## config.mk

```make
export PLATFORM = sky130hd
export DESIGN_NAME = pll_bringup_seq
export DESIGN_NICKNAME = d
export VERILOG_FILES = /design/src/rtl/pll_seq_pkg.sv /design/src/rtl/pll_seq_timer.sv /design/src/rtl/pll_seq_fsm.sv /design/src/rtl/pll_seq_regs.sv /design/src/rtl/pll_bringup_seq.sv
export SDC_FILE = /design/constraint.sdc
export NUM_CORES = 1
export LEC_CHECK = 0
export BUFFER_PORTS_ARGS = -buffer_cell sky130_fd_sc_hd__buf_2
export CORE_ASPECT_RATIO = 1.4
export CORE_UTILIZATION = 46
export CTS_CLUSTER_SIZE = 16
export DETAILED_ROUTE_END_ITERATION = 16
export PLACE_DENSITY = 0.82
export SETUP_SLACK_MARGIN = 0.15
export SLEW_MARGIN = 30
export SYNTH_ARGS = -nofsm -noshare
export SYNTH_HDL_FRONTEND = slang
export SYNTH_SLANG_ARGS = --single-unit
```

## constraint.sdc

```tcl
create_clock -name clk_i -period 2.6 [get_ports clk_i]
set_input_delay 0.52 -clock clk_i [delete_from_list [all_inputs] [get_ports clk_i]]
set_output_delay 0.52 -clock clk_i [all_outputs]
set_load 0.05 [all_outputs]
```

## src/rtl/pll_seq_pkg.sv

```systemverilog
package pll_seq_pkg;
  typedef enum logic [3:0] {
    ST_IDLE, ST_BYP, ST_PWR, ST_SRC, ST_LOAD, ST_LOCK,
    ST_FCHK, ST_SWON, ST_SETTLE, ST_DONE, ST_ERR
  } pll_st_e;

  // one-cycle action strobes from fsm to output registers
  typedef struct packed {
    logic bypass;
    logic pwrdn;
    logic src;
    logic div1;
    logic load;
    logic req_on;
    logic req_off;
    logic prediv;
    logic swon;
    logic fin;
    logic err;
  } pll_act_t;
endpackage

```

## src/rtl/pll_seq_timer.sv

```systemverilog
module pll_seq_timer #(
  parameter int CNT_W = 16
) (
  input  logic             clk_i,
  input  logic             rst_ni,
  input  logic             load_i,
  input  logic [CNT_W-1:0] load_val_i,
  output logic             zero_o
);
  logic [CNT_W-1:0] cnt_q;

  always_ff @(posedge clk_i or negedge rst_ni) begin
    if (!rst_ni)             cnt_q <= '0;
    else if (load_i)         cnt_q <= load_val_i;
    else if (cnt_q != '0)    cnt_q <= cnt_q - 1'b1;
  end

  assign zero_o = (cnt_q == '0);

  AST_ZERO_HOLD: assert property (@(posedge clk_i) disable iff (!rst_ni)
    (!load_i && zero_o) |=> zero_o);
endmodule

```

## src/rtl/pll_seq_fsm.sv

```systemverilog
module pll_seq_fsm
  import pll_seq_pkg::*;
#(
  parameter int CNT_W     = 16,
  parameter int TO_W      = 16,
  parameter int BYP_WAIT  = 120,
  parameter int PWR_WAIT  = 60,
  parameter int SRC_WAIT  = 300,
  parameter int SW_WAIT   = 200
) (
  input  logic             clk_i,
  input  logic             rst_ni,
  input  logic             start_i,
  input  logic [TO_W-1:0]  lock_timeout_i,
  input  logic             pll_lock_i,
  input  logic             fchk_done_i,
  input  logic             fchk_pass_i,
  input  logic             tmr_zero_i,
  output logic             tmr_load_o,
  output logic [CNT_W-1:0] tmr_val_o,
  output pll_act_t         act_o,
  output logic             busy_o,
  output logic             done_o,
  output logic             err_o
);
  pll_st_e st_q, st_d;

  always_comb begin
    st_d       = st_q;
    tmr_load_o = 1'b0;
    tmr_val_o  = '0;
    act_o      = '0;
    unique case (st_q)
      ST_IDLE, ST_DONE, ST_ERR: if (start_i) begin
        st_d = ST_BYP;
        act_o.bypass = 1'b1;
        tmr_load_o = 1'b1;
        tmr_val_o  = CNT_W'(BYP_WAIT - 1);
      end
      ST_BYP: if (tmr_zero_i) begin
        st_d = ST_PWR;
        act_o.pwrdn = 1'b1;
        tmr_load_o = 1'b1;
        tmr_val_o  = CNT_W'(PWR_WAIT - 1);
      end
      ST_PWR: if (tmr_zero_i) begin
        st_d = ST_SRC;
        act_o.src = 1'b1;
        tmr_load_o = 1'b1;
        tmr_val_o  = CNT_W'(SRC_WAIT - 1);
      end
      ST_SRC: if (tmr_zero_i) begin
        st_d = ST_LOAD;
        act_o.div1 = 1'b1;
      end
      ST_LOAD: begin
        st_d = ST_LOCK;
        act_o.load = 1'b1;
        tmr_load_o = 1'b1;
        tmr_val_o  = CNT_W'(lock_timeout_i);
      end
      ST_LOCK: begin
        if (pll_lock_i) begin
          st_d = ST_FCHK;
          act_o.req_on = 1'b1;
        end else if (tmr_zero_i) begin
          st_d = ST_ERR;
          act_o.err = 1'b1;
        end
      end
      ST_FCHK: if (fchk_done_i) begin
        act_o.req_off = 1'b1;
        if (fchk_pass_i) begin
          st_d = ST_SWON;
          act_o.prediv = 1'b1;
        end else begin
          st_d = ST_ERR;
          act_o.err = 1'b1;
        end
      end
      ST_SWON: begin
        st_d = ST_SETTLE;
        act_o.swon = 1'b1;
        tmr_load_o = 1'b1;
        tmr_val_o  = CNT_W'(SW_WAIT - 1);
      end
      ST_SETTLE: if (tmr_zero_i) begin
        st_d = ST_DONE;
        act_o.fin = 1'b1;
      end
      default: st_d = ST_IDLE;
    endcase
  end

  always_ff @(posedge clk_i or negedge rst_ni) begin
    if (!rst_ni) st_q <= ST_IDLE;
    else         st_q <= st_d;
  end

  assign done_o = (st_q == ST_DONE);
  assign err_o  = (st_q == ST_ERR);
  assign busy_o = !(st_q == ST_IDLE || done_o || err_o);

  AST_FLAGS_EXCL: assert property (@(posedge clk_i) disable iff (!rst_ni)
    $onehot0({busy_o, done_o, err_o}));
  AST_BYP_HOLD: assert property (@(posedge clk_i) disable iff (!rst_ni)
    (st_q == ST_BYP && !tmr_zero_i) |=> st_q == ST_BYP);
  AST_START_IGNORED: assert property (@(posedge clk_i) disable iff (!rst_ni)
    (busy_o && start_i && st_q != ST_BYP) |=> st_q != ST_BYP);
endmodule

```

## src/rtl/pll_seq_regs.sv

```systemverilog
module pll_seq_regs
  import pll_seq_pkg::*;
#(
  parameter int SRC_W = 2,
  parameter int CFG_W = 32,
  parameter int DIV_W = 4
) (
  input  logic             clk_i,
  input  logic             rst_ni,
  input  pll_act_t         act_i,
  input  logic [SRC_W-1:0] src_sel_i,
  input  logic [CFG_W-1:0] pll_cfg_i,
  input  logic [DIV_W-1:0] sys_div_i,
  output logic             pll_clk_en_o,
  output logic             pll_pwr_en_o,
  output logic [SRC_W-1:0] src_sel_o,
  output logic [CFG_W-1:0] pll_cfg_o,
  output logic [DIV_W-1:0] sys_div_o,
  output logic             fchk_req_o
);
  logic [DIV_W-1:0] tgt_q, div_inc;

  // one code slower than target, saturating
  assign div_inc = (tgt_q == '1) ? tgt_q : tgt_q + 1'b1;

  always_ff @(posedge clk_i or negedge rst_ni) begin
    if (!rst_ni) begin
      pll_clk_en_o <= 1'b0;
      pll_pwr_en_o <= 1'b0;
      src_sel_o    <= '0;
      pll_cfg_o    <= '0;
      sys_div_o    <= '0;
      fchk_req_o   <= 1'b0;
      tgt_q        <= '0;
    end else begin
      if (act_i.bypass) begin
        pll_clk_en_o <= 1'b0;
        tgt_q        <= sys_div_i;
      end
      if (act_i.pwrdn)  pll_pwr_en_o <= 1'b0;
      if (act_i.src)    src_sel_o    <= src_sel_i;
      if (act_i.div1)   sys_div_o    <= '0;
      if (act_i.load) begin
        pll_cfg_o    <= pll_cfg_i;
        pll_pwr_en_o <= 1'b1;
      end
      if (act_i.req_on)  fchk_req_o <= 1'b1;
      if (act_i.req_off) fchk_req_o <= 1'b0;
      if (act_i.prediv)  sys_div_o  <= div_inc;
      if (act_i.swon)    pll_clk_en_o <= 1'b1;
      if (act_i.fin)     sys_div_o  <= tgt_q;
      if (act_i.err) begin
        pll_clk_en_o <= 1'b0;
        fchk_req_o   <= 1'b0;
      end
    end
  end

  AST_SRC_SAFE: assert property (@(posedge clk_i) disable iff (!rst_ni)
    !$stable(src_sel_o) |-> $past(!pll_clk_en_o && !pll_pwr_en_o));
  AST_DIV1_AT_LOAD: assert property (@(posedge clk_i) disable iff (!rst_ni)
    $rose(pll_pwr_en_o) |-> (sys_div_o == '0) && !pll_clk_en_o);
  AST_CFG_WITH_PWR: assert property (@(posedge clk_i) disable iff (!rst_ni)
    !$stable(pll_cfg_o) |-> $rose(pll_pwr_en_o));
  AST_PREDIV: assert property (@(posedge clk_i) disable iff (!rst_ni)
    $rose(pll_clk_en_o) |-> sys_div_o == div_inc && pll_pwr_en_o);
endmodule

```

## src/rtl/pll_bringup_seq.sv

```systemverilog
module pll_bringup_seq
  import pll_seq_pkg::*;
#(
  parameter int SRC_W    = 2,
  parameter int CFG_W    = 32,
  parameter int DIV_W    = 4,
  parameter int TO_W     = 16,
  parameter int BYP_WAIT = 120,
  parameter int PWR_WAIT = 60,
  parameter int SRC_WAIT = 300,
  parameter int SW_WAIT  = 200
) (
  input  logic             clk_i,
  input  logic             rst_ni,
  input  logic             start_i,
  input  logic [SRC_W-1:0] src_sel_i,
  input  logic [CFG_W-1:0] pll_cfg_i,
  input  logic [DIV_W-1:0] sys_div_i,
  input  logic [TO_W-1:0]  lock_timeout_i,
  input  logic             pll_lock_i,
  input  logic             fchk_done_i,
  input  logic             fchk_pass_i,
  output logic             pll_clk_en_o,
  output logic             pll_pwr_en_o,
  output logic [SRC_W-1:0] src_sel_o,
  output logic [CFG_W-1:0] pll_cfg_o,
  output logic [DIV_W-1:0] sys_div_o,
  output logic             fchk_req_o,
  output logic             busy_o,
  output logic             done_o,
  output logic             err_o
);
  localparam int WMAX_A = (BYP_WAIT > PWR_WAIT) ? BYP_WAIT : PWR_WAIT;
  localparam int WMAX_B = (SRC_WAIT > SW_WAIT) ? SRC_WAIT : SW_WAIT;
  localparam int WMAX   = (WMAX_A > WMAX_B) ? WMAX_A : WMAX_B;
  localparam int WAIT_W = $clog2(WMAX + 1);
  localparam int CNT_W  = (TO_W > WAIT_W) ? TO_W : WAIT_W;

  logic             tmr_load, tmr_zero;
  logic [CNT_W-1:0] tmr_val;
  pll_act_t         act;

  pll_seq_timer #(.CNT_W(CNT_W)) i_timer (
    .clk_i      (clk_i),
    .rst_ni     (rst_ni),
    .load_i     (tmr_load),
    .load_val_i (tmr_val),
    .zero_o     (tmr_zero)
  );

  pll_seq_fsm #(
    .CNT_W(CNT_W), .TO_W(TO_W), .BYP_WAIT(BYP_WAIT),
    .PWR_WAIT(PWR_WAIT), .SRC_WAIT(SRC_WAIT), .SW_WAIT(SW_WAIT)
  ) i_fsm (
    .clk_i          (clk_i),
    .rst_ni         (rst_ni),
    .start_i        (start_i),
    .lock_timeout_i (lock_timeout_i),
    .pll_lock_i     (pll_lock_i),
    .fchk_done_i    (fchk_done_i),
    .fchk_pass_i    (fchk_pass_i),
    .tmr_zero_i     (tmr_zero),
    .tmr_load_o     (tmr_load),
    .tmr_val_o      (tmr_val),
    .act_o          (act),
    .busy_o         (busy_o),
    .done_o         (done_o),
    .err_o          (err_o)
  );

  pll_seq_regs #(.SRC_W(SRC_W), .CFG_W(CFG_W), .DIV_W(DIV_W)) i_regs (
    .clk_i        (clk_i),
    .rst_ni       (rst_ni),
    .act_i        (act),
    .src_sel_i    (src_sel_i),
    .pll_cfg_i    (pll_cfg_i),
    .sys_div_i    (sys_div_i),
    .pll_clk_en_o (pll_clk_en_o),
    .pll_pwr_en_o (pll_pwr_en_o),
    .src_sel_o    (src_sel_o),
    .pll_cfg_o    (pll_cfg_o),
    .sys_div_o    (sys_div_o),
    .fchk_req_o   (fchk_req_o)
  );

  AST_ERR_BYPASS: assert property (@(posedge clk_i) disable iff (!rst_ni)
    err_o |-> !pll_clk_en_o);
  AST_DONE_ON_PLL: assert property (@(posedge clk_i) disable iff (!rst_ni)
    done_o |-> pll_clk_en_o && pll_pwr_en_o && !fchk_req_o);
endmodule

```

* Yosys cells after proc, flatten, opt, wreduce, memory -nomap -nowiden
Cells that the tools add are included.
Operators by class: $lt $le $gt $ge 0, bitwise operators 0, reductions and logical operators 15, mux-type cells 47, multiply operators 0, divide/modulo/power cells 0, shift-type cells 0, add/sub/neg operators 2, eq/ne operators 18
Operators with widths (count):
- $pmux W16 S5 | 1
- $mux W4 | 13
- $pmux W4 S9 | 1
- $mux W16 | 2
- $mux W1 | 23
- $eq A4 B3 Y1 const B | 4
- $eq A4 B4 Y1 const B | 4
- $logic_not A16 Y1 | 1
- $reduce_bool A16 Y1 | 1
- $sub A16 B1 Y16 const B | 1
- $mux W9 | 1
- $reduce_bool A3 Y1 | 3
- $eq A4 B2 Y1 const B | 2
- $ne A2 B1 Y1 const B | 4
- $mux W7 | 1
- $reduce_and A7 Y1 | 1
- $mux W6 | 1
- $add A4 B1 Y4 const B | 1
- $eq A4 B1 Y1 const B | 1
- $logic_not A4 Y1 | 1
- $mux W2 | 2
- $ne A2 B2 Y1 const B | 2
- $reduce_bool A2 Y1 | 2
- $reduce_or A2 Y1 | 2
- other kinds (6) | 7
Word-level totals: input port bits 60, latch bits 0, word-level logic and storage cells 91, register bits after elaboration 65, RAM bits 0, output and inout bits 44, memory bits (read-only) 0, memories kept 0

* Longest topological paths before layout
depth after elaboration 6, mapped depth 8, depth with buffers taken out 7

* Hierarchy
Synthesis repeated with hierarchy kept, for this count alone.
Second synthesis, totals: cell total of the unflattened synthesis 332, area total of the unflattened synthesis 3517.1 um^2
Modules (own cells, without submodules):
- pll_seq_regs | seq. area each 1126.1 um^2, area an instance 1776.7 um^2, cells each 119, instances 1
- pll_seq_timer | seq. area each 400.4 um^2, area an instance 959.7 um^2, cells each 104, instances 1
- pll_seq_fsm | seq. area each 100.1 um^2, area an instance 780.7 um^2, cells each 109, instances 1

* Least setup slack after synthesis
Ideal clock, no wire load.
path type register -> output, start point reg i_fsm.st_q[1], end point out err_o, arrival 2.063 ns, stages on the path, launching flop included 4, slack 0.017 ns, buffers on the path 2, cells stage by stage dfrtp_1 > clkbuf_1 > clkbuf_1 > nor3b_1
Between the ends: word-level cells in the longest chain between the ends 1
Ends and longest elaborated chain:
- start: declaration | RTL line pll_seq_fsm.sv:26 | pll_st_e st_q, st_d;
- start signal: assignment | RTL line pll_seq_fsm.sv:97 | else st_q <= st_d;
- $eq A4 B4 Y1 | RTL line pll_seq_fsm.sv:101 | assign err_o = (st_q == ST_ERR);
- end: declaration | RTL line pll_bringup_seq.sv:31 | output logic err_o
Every way passes these cells.

* Worst setup path in the final report
start point reg i_timer.cnt_q[0], end point reg i_regs.sys_div_o[2]
Between the ends: word-level cells in the longest chain between the ends 4, elaborated cells on any way between the ends 6, those cells by class mux: 4; reduce/logical: 2
Ends and longest elaborated chain:
- start: declaration | RTL line pll_seq_timer.sv:10 | logic [CNT_W-1:0] cnt_q;
- start signal: assignment | RTL line pll_seq_timer.sv:14 | else if (load_i) cnt_q <= load_val_i;
- start signal: assignment | RTL line pll_seq_timer.sv:15 | else if (cnt_q != '0) cnt_q <= cnt_q - 1'b1;
- $logic_not A16 Y1 (*) | RTL line pll_seq_timer.sv:18 | assign zero_o = (cnt_q == '0);
- $mux W1 (*) | RTL line pll_seq_fsm.sv:52, pll_seq_fsm.sv:87
- $mux W1 | RTL line pll_seq_fsm.sv:33 | unique case (st_q)
- $reduce_bool A3 Y1 (no source line) or $mux W4 (tied branches)
- end signal: assignment | RTL line pll_seq_regs.sv:49 | if (act_i.prediv) sys_div_o <= div_inc;
- end signal: assignment | RTL line pll_seq_regs.sv:51 | if (act_i.fin) sys_div_o <= tgt_q;
- end: declaration | RTL line pll_seq_regs.sv:18 | output logic [DIV_W-1:0] sys_div_o,
Mark *: on every way between the ends. The rest lies on a longest branch, timed or not. A chain may end at the register's enable or synchronous reset.

==> metrics <==
outcome=completed; First DRT Iteration DRCs=roughly 190; Setup CP Type=register to register; Horiz. Die Dim=74.3 um; H-tree levels=3; Routed Antenna Nets=0; share of synthesized registers carrying an async set or reset=1.00; Placed Instance Area=~0.004 mm2; Final nets=~560; largest net degree at the start of global routing=33; final design area excluding fillers=0.00437 mm2; post-cts hold buffer count=0; Clock Latency Late Sink=between 0.3 and 0.4 ns; Avg Cell Area, Syn=~8.8 um2; Max IR drop VDD=0.000854 V; post-synthesis sequential area ratio=0.483; final setup skew=about 0.0089 ns; Tightest Pin Transition=~0.64 ns; FMAX=about 410 MHz; Worst Hold Class=input pin to asynchronous set/reset pin; drt drc=0; gr ovfl total=0; GRT Total Usage=0.250; maximum fanout along the worst path=5; via count=3319; Yosys reg bits=65; Worst Path Arrival=about 2.7 ns; Clock Pin Slew Worst Setup and Hold Paths=0.08 ns; clock buffer depth=2; WHS=0.164 ns; Post-Route WL=~9000 um; warnings from Yosys=0; Core ar.=roughly 0.007 mm2; num ports=between 100 and 150; fin cells=slightly below 600; Slew Viols, Final=0; Synth area leader=dfrtp_1; initial antenna violation count=0; Die Ht=roughly 100 um; Pre-Repair DR Iteration Count=4; final worst path period share=0.927; Slew HR=0.572; share of layout cells above drive strength 1=0.335; Inst Count DP=between 500 and 600; CP Launch Type=register; gpl congestion=between 0.8 and 0.9; Detail Placement HPWL=~6500 um; CTS Root Cell=clkbuf_8; list of most frequent post-synthesis cells=nand2_1 (113), dfrtp_1 (65), nor2_1 (22), clkbuf_1 (15), o21ai_0 (13); RSZ-0062 raised after global routing=true; first-pass GRT wire length=about 14000 um; clk sinks=65; total of max-cap violations=0; Post-synth EDFFs=0; Synth top area share=0.483; pwr dens=between 1000 and 1500 mW/mm2; vias in the first global route=roughly 3200; Initial Util=0.479; I/O Buffers=roughly 100; final setup fails=0; Synth-to-Final Area Change=29.6%; Die Area=0.00767 mm2; WP data required=around 2.8 ns; Syn Nets=about 440; count leader, synth=nand2_1; count of final hold-check violations=0; critical path capture point type=register; # rows=36; Mapped Cells=around 380; post-layout minimum cycle time=between 2 and 2.5 ns; vias per cell=5.57; TritonCTS clock tree=yes; Fin Setup TNS=0 ns; cell area after synthesis=roughly 0.0034 mm2; DP Worst Slack=just over 0.1 ns; total CTS buffers=9; static leakage=0.00214 uW; Ant. Diodes=0; final worst slack=0.189 ns; Unique masters post-synth=59; Post-synth top flop=dfrtp_1; mean routed wirelength per cell=about 15 um; ranking of synthesized cells by area=dfrtp_1 (48%), nand2_1 (13%), nor2_1 (2.5%), mux2_2 (2.0%), o21ai_0 (1.9%)
per-layer routing:
metal | global-route usage | routed length, um | up-vias | share of wire
met4 | 0.132 | 263 | 0 | 0.029
met5 | 0 | 0 | - | 0
li1 | - | - | 1560 | -
met3 | 0.0601 | 562 | 22 | 0.062
met1 | 0.291 | 3570 | 1593 | 0.40
met2 | 0.423 | 4640 | 144 | 0.51
metrics by stage:
stage	total power, uW	utilization
after floorplan	4370	-
after global placement	5170	0.581
after detailed placement	5260	0.581
after CTS	6320	0.616
after global routing	6750	0.621
final	6350	0.621
final timing paths:
check | start | endpoint | slack (ns) | cells past startpoint
worst max-delay path | i_timer.cnt_q[0]$_DFFE_PN0P_ | i_regs.sys_div_o[2]$_DFFE_PN0P_ | 0.19 | 7
worst min register to register | i_regs.pll_cfg_o[8]$_DFFE_PN0P_ | i_regs.pll_cfg_o[8]$_DFFE_PN0P_ | 0.47 | 2
max in group asynchronous | rst_ni | i_regs.pll_cfg_o[17]$_DFFE_PN0P_ | 1.71 | 2
worst min-delay path | rst_ni | i_regs.fchk_req_o$_DFFE_PN0P_ | 0.16 | 1
worst max register to register | i_timer.cnt_q[0]$_DFFE_PN0P_ | i_regs.sys_div_o[2]$_DFFE_PN0P_ | 0.19 | 7
min in group clk_i | pll_cfg_i[28] | i_regs.pll_cfg_o[28]$_DFFE_PN0P_ | 0.35 | 3
worst max-delay path: stages (launching register included):
cell and delay [ns]:
dfrtp_1 0.39, inv_2 0.09, ha_4 0.16, or4b_4 0.48
or4_4 0.53, or2_4 0.27, a21o_1 0.18, a22o_1 0.19
area by class of cell:
type                       count  area [um2]
fill                         600        2660
multi-input combinational    292        1700
sequential                    65        1630
timing repair buffer         125         681
clock buffer                  12         155
tap                           95         119
clock inverter                 4        75.1
inverter                       3        11.3
cells by family after synthesis:
family	count (synthesis)	share of synthesized area
simple gates	206	0.290
xor+xnor	11	0.0286
mux	7	0.0230
compound gates	66	0.139
buf+inv	24	0.0293
fa+ha+maj	2	0.00743
flops	65	0.483
repair_timing:
item                       4_1_cts  5_1_grt
pin swaps                        0        1
resized for setup                4        5
setup buffers                    1        2
setup endpoints to repair        8       16
cloned                           0        0
cell usage in the layout (no fill, tap or decap), drive strengths merged, types with 3 or more instances in the layout:
master    n
a21oi    12
a221o     5
a31oi     4
a32oi     3
buf     125
clkbuf   12
dfrtp    65
inv       3
mux2      6
nand2   113
nand2b    7
nand3    10
nand4     3
nor2     22
nor2b     6
nor3     10
nor3b     6
nor4      7
o211ai    4
o21ai    13
o31a      5
o31ai     7
or2       3
or3       3
or4       3
or4b      3
xnor2     6
xor2      5
flip-flops by register name, indices dropped and copies added, names as in the netlist, 2 cells and up:
| register | count |
|---|---|
| i_timer.cnt_q | 16 |
| i_regs.tgt_q | 4 |
| i_regs.sys_div_o | 4 |
| i_fsm.st_q | 4 |
| i_regs.src_sel_o | 2 |
| i_regs.pll_cfg_o | 32 |
report_power, final:
group / internal [uW] / switching, uW / total [uW]
Sequential: 1480 / 465 / 1940
Clock: 592 / 407 / 999
Combinational: 1110 / 2290 / 3400
Note: power is estimated with default switching activity, not from simulation.
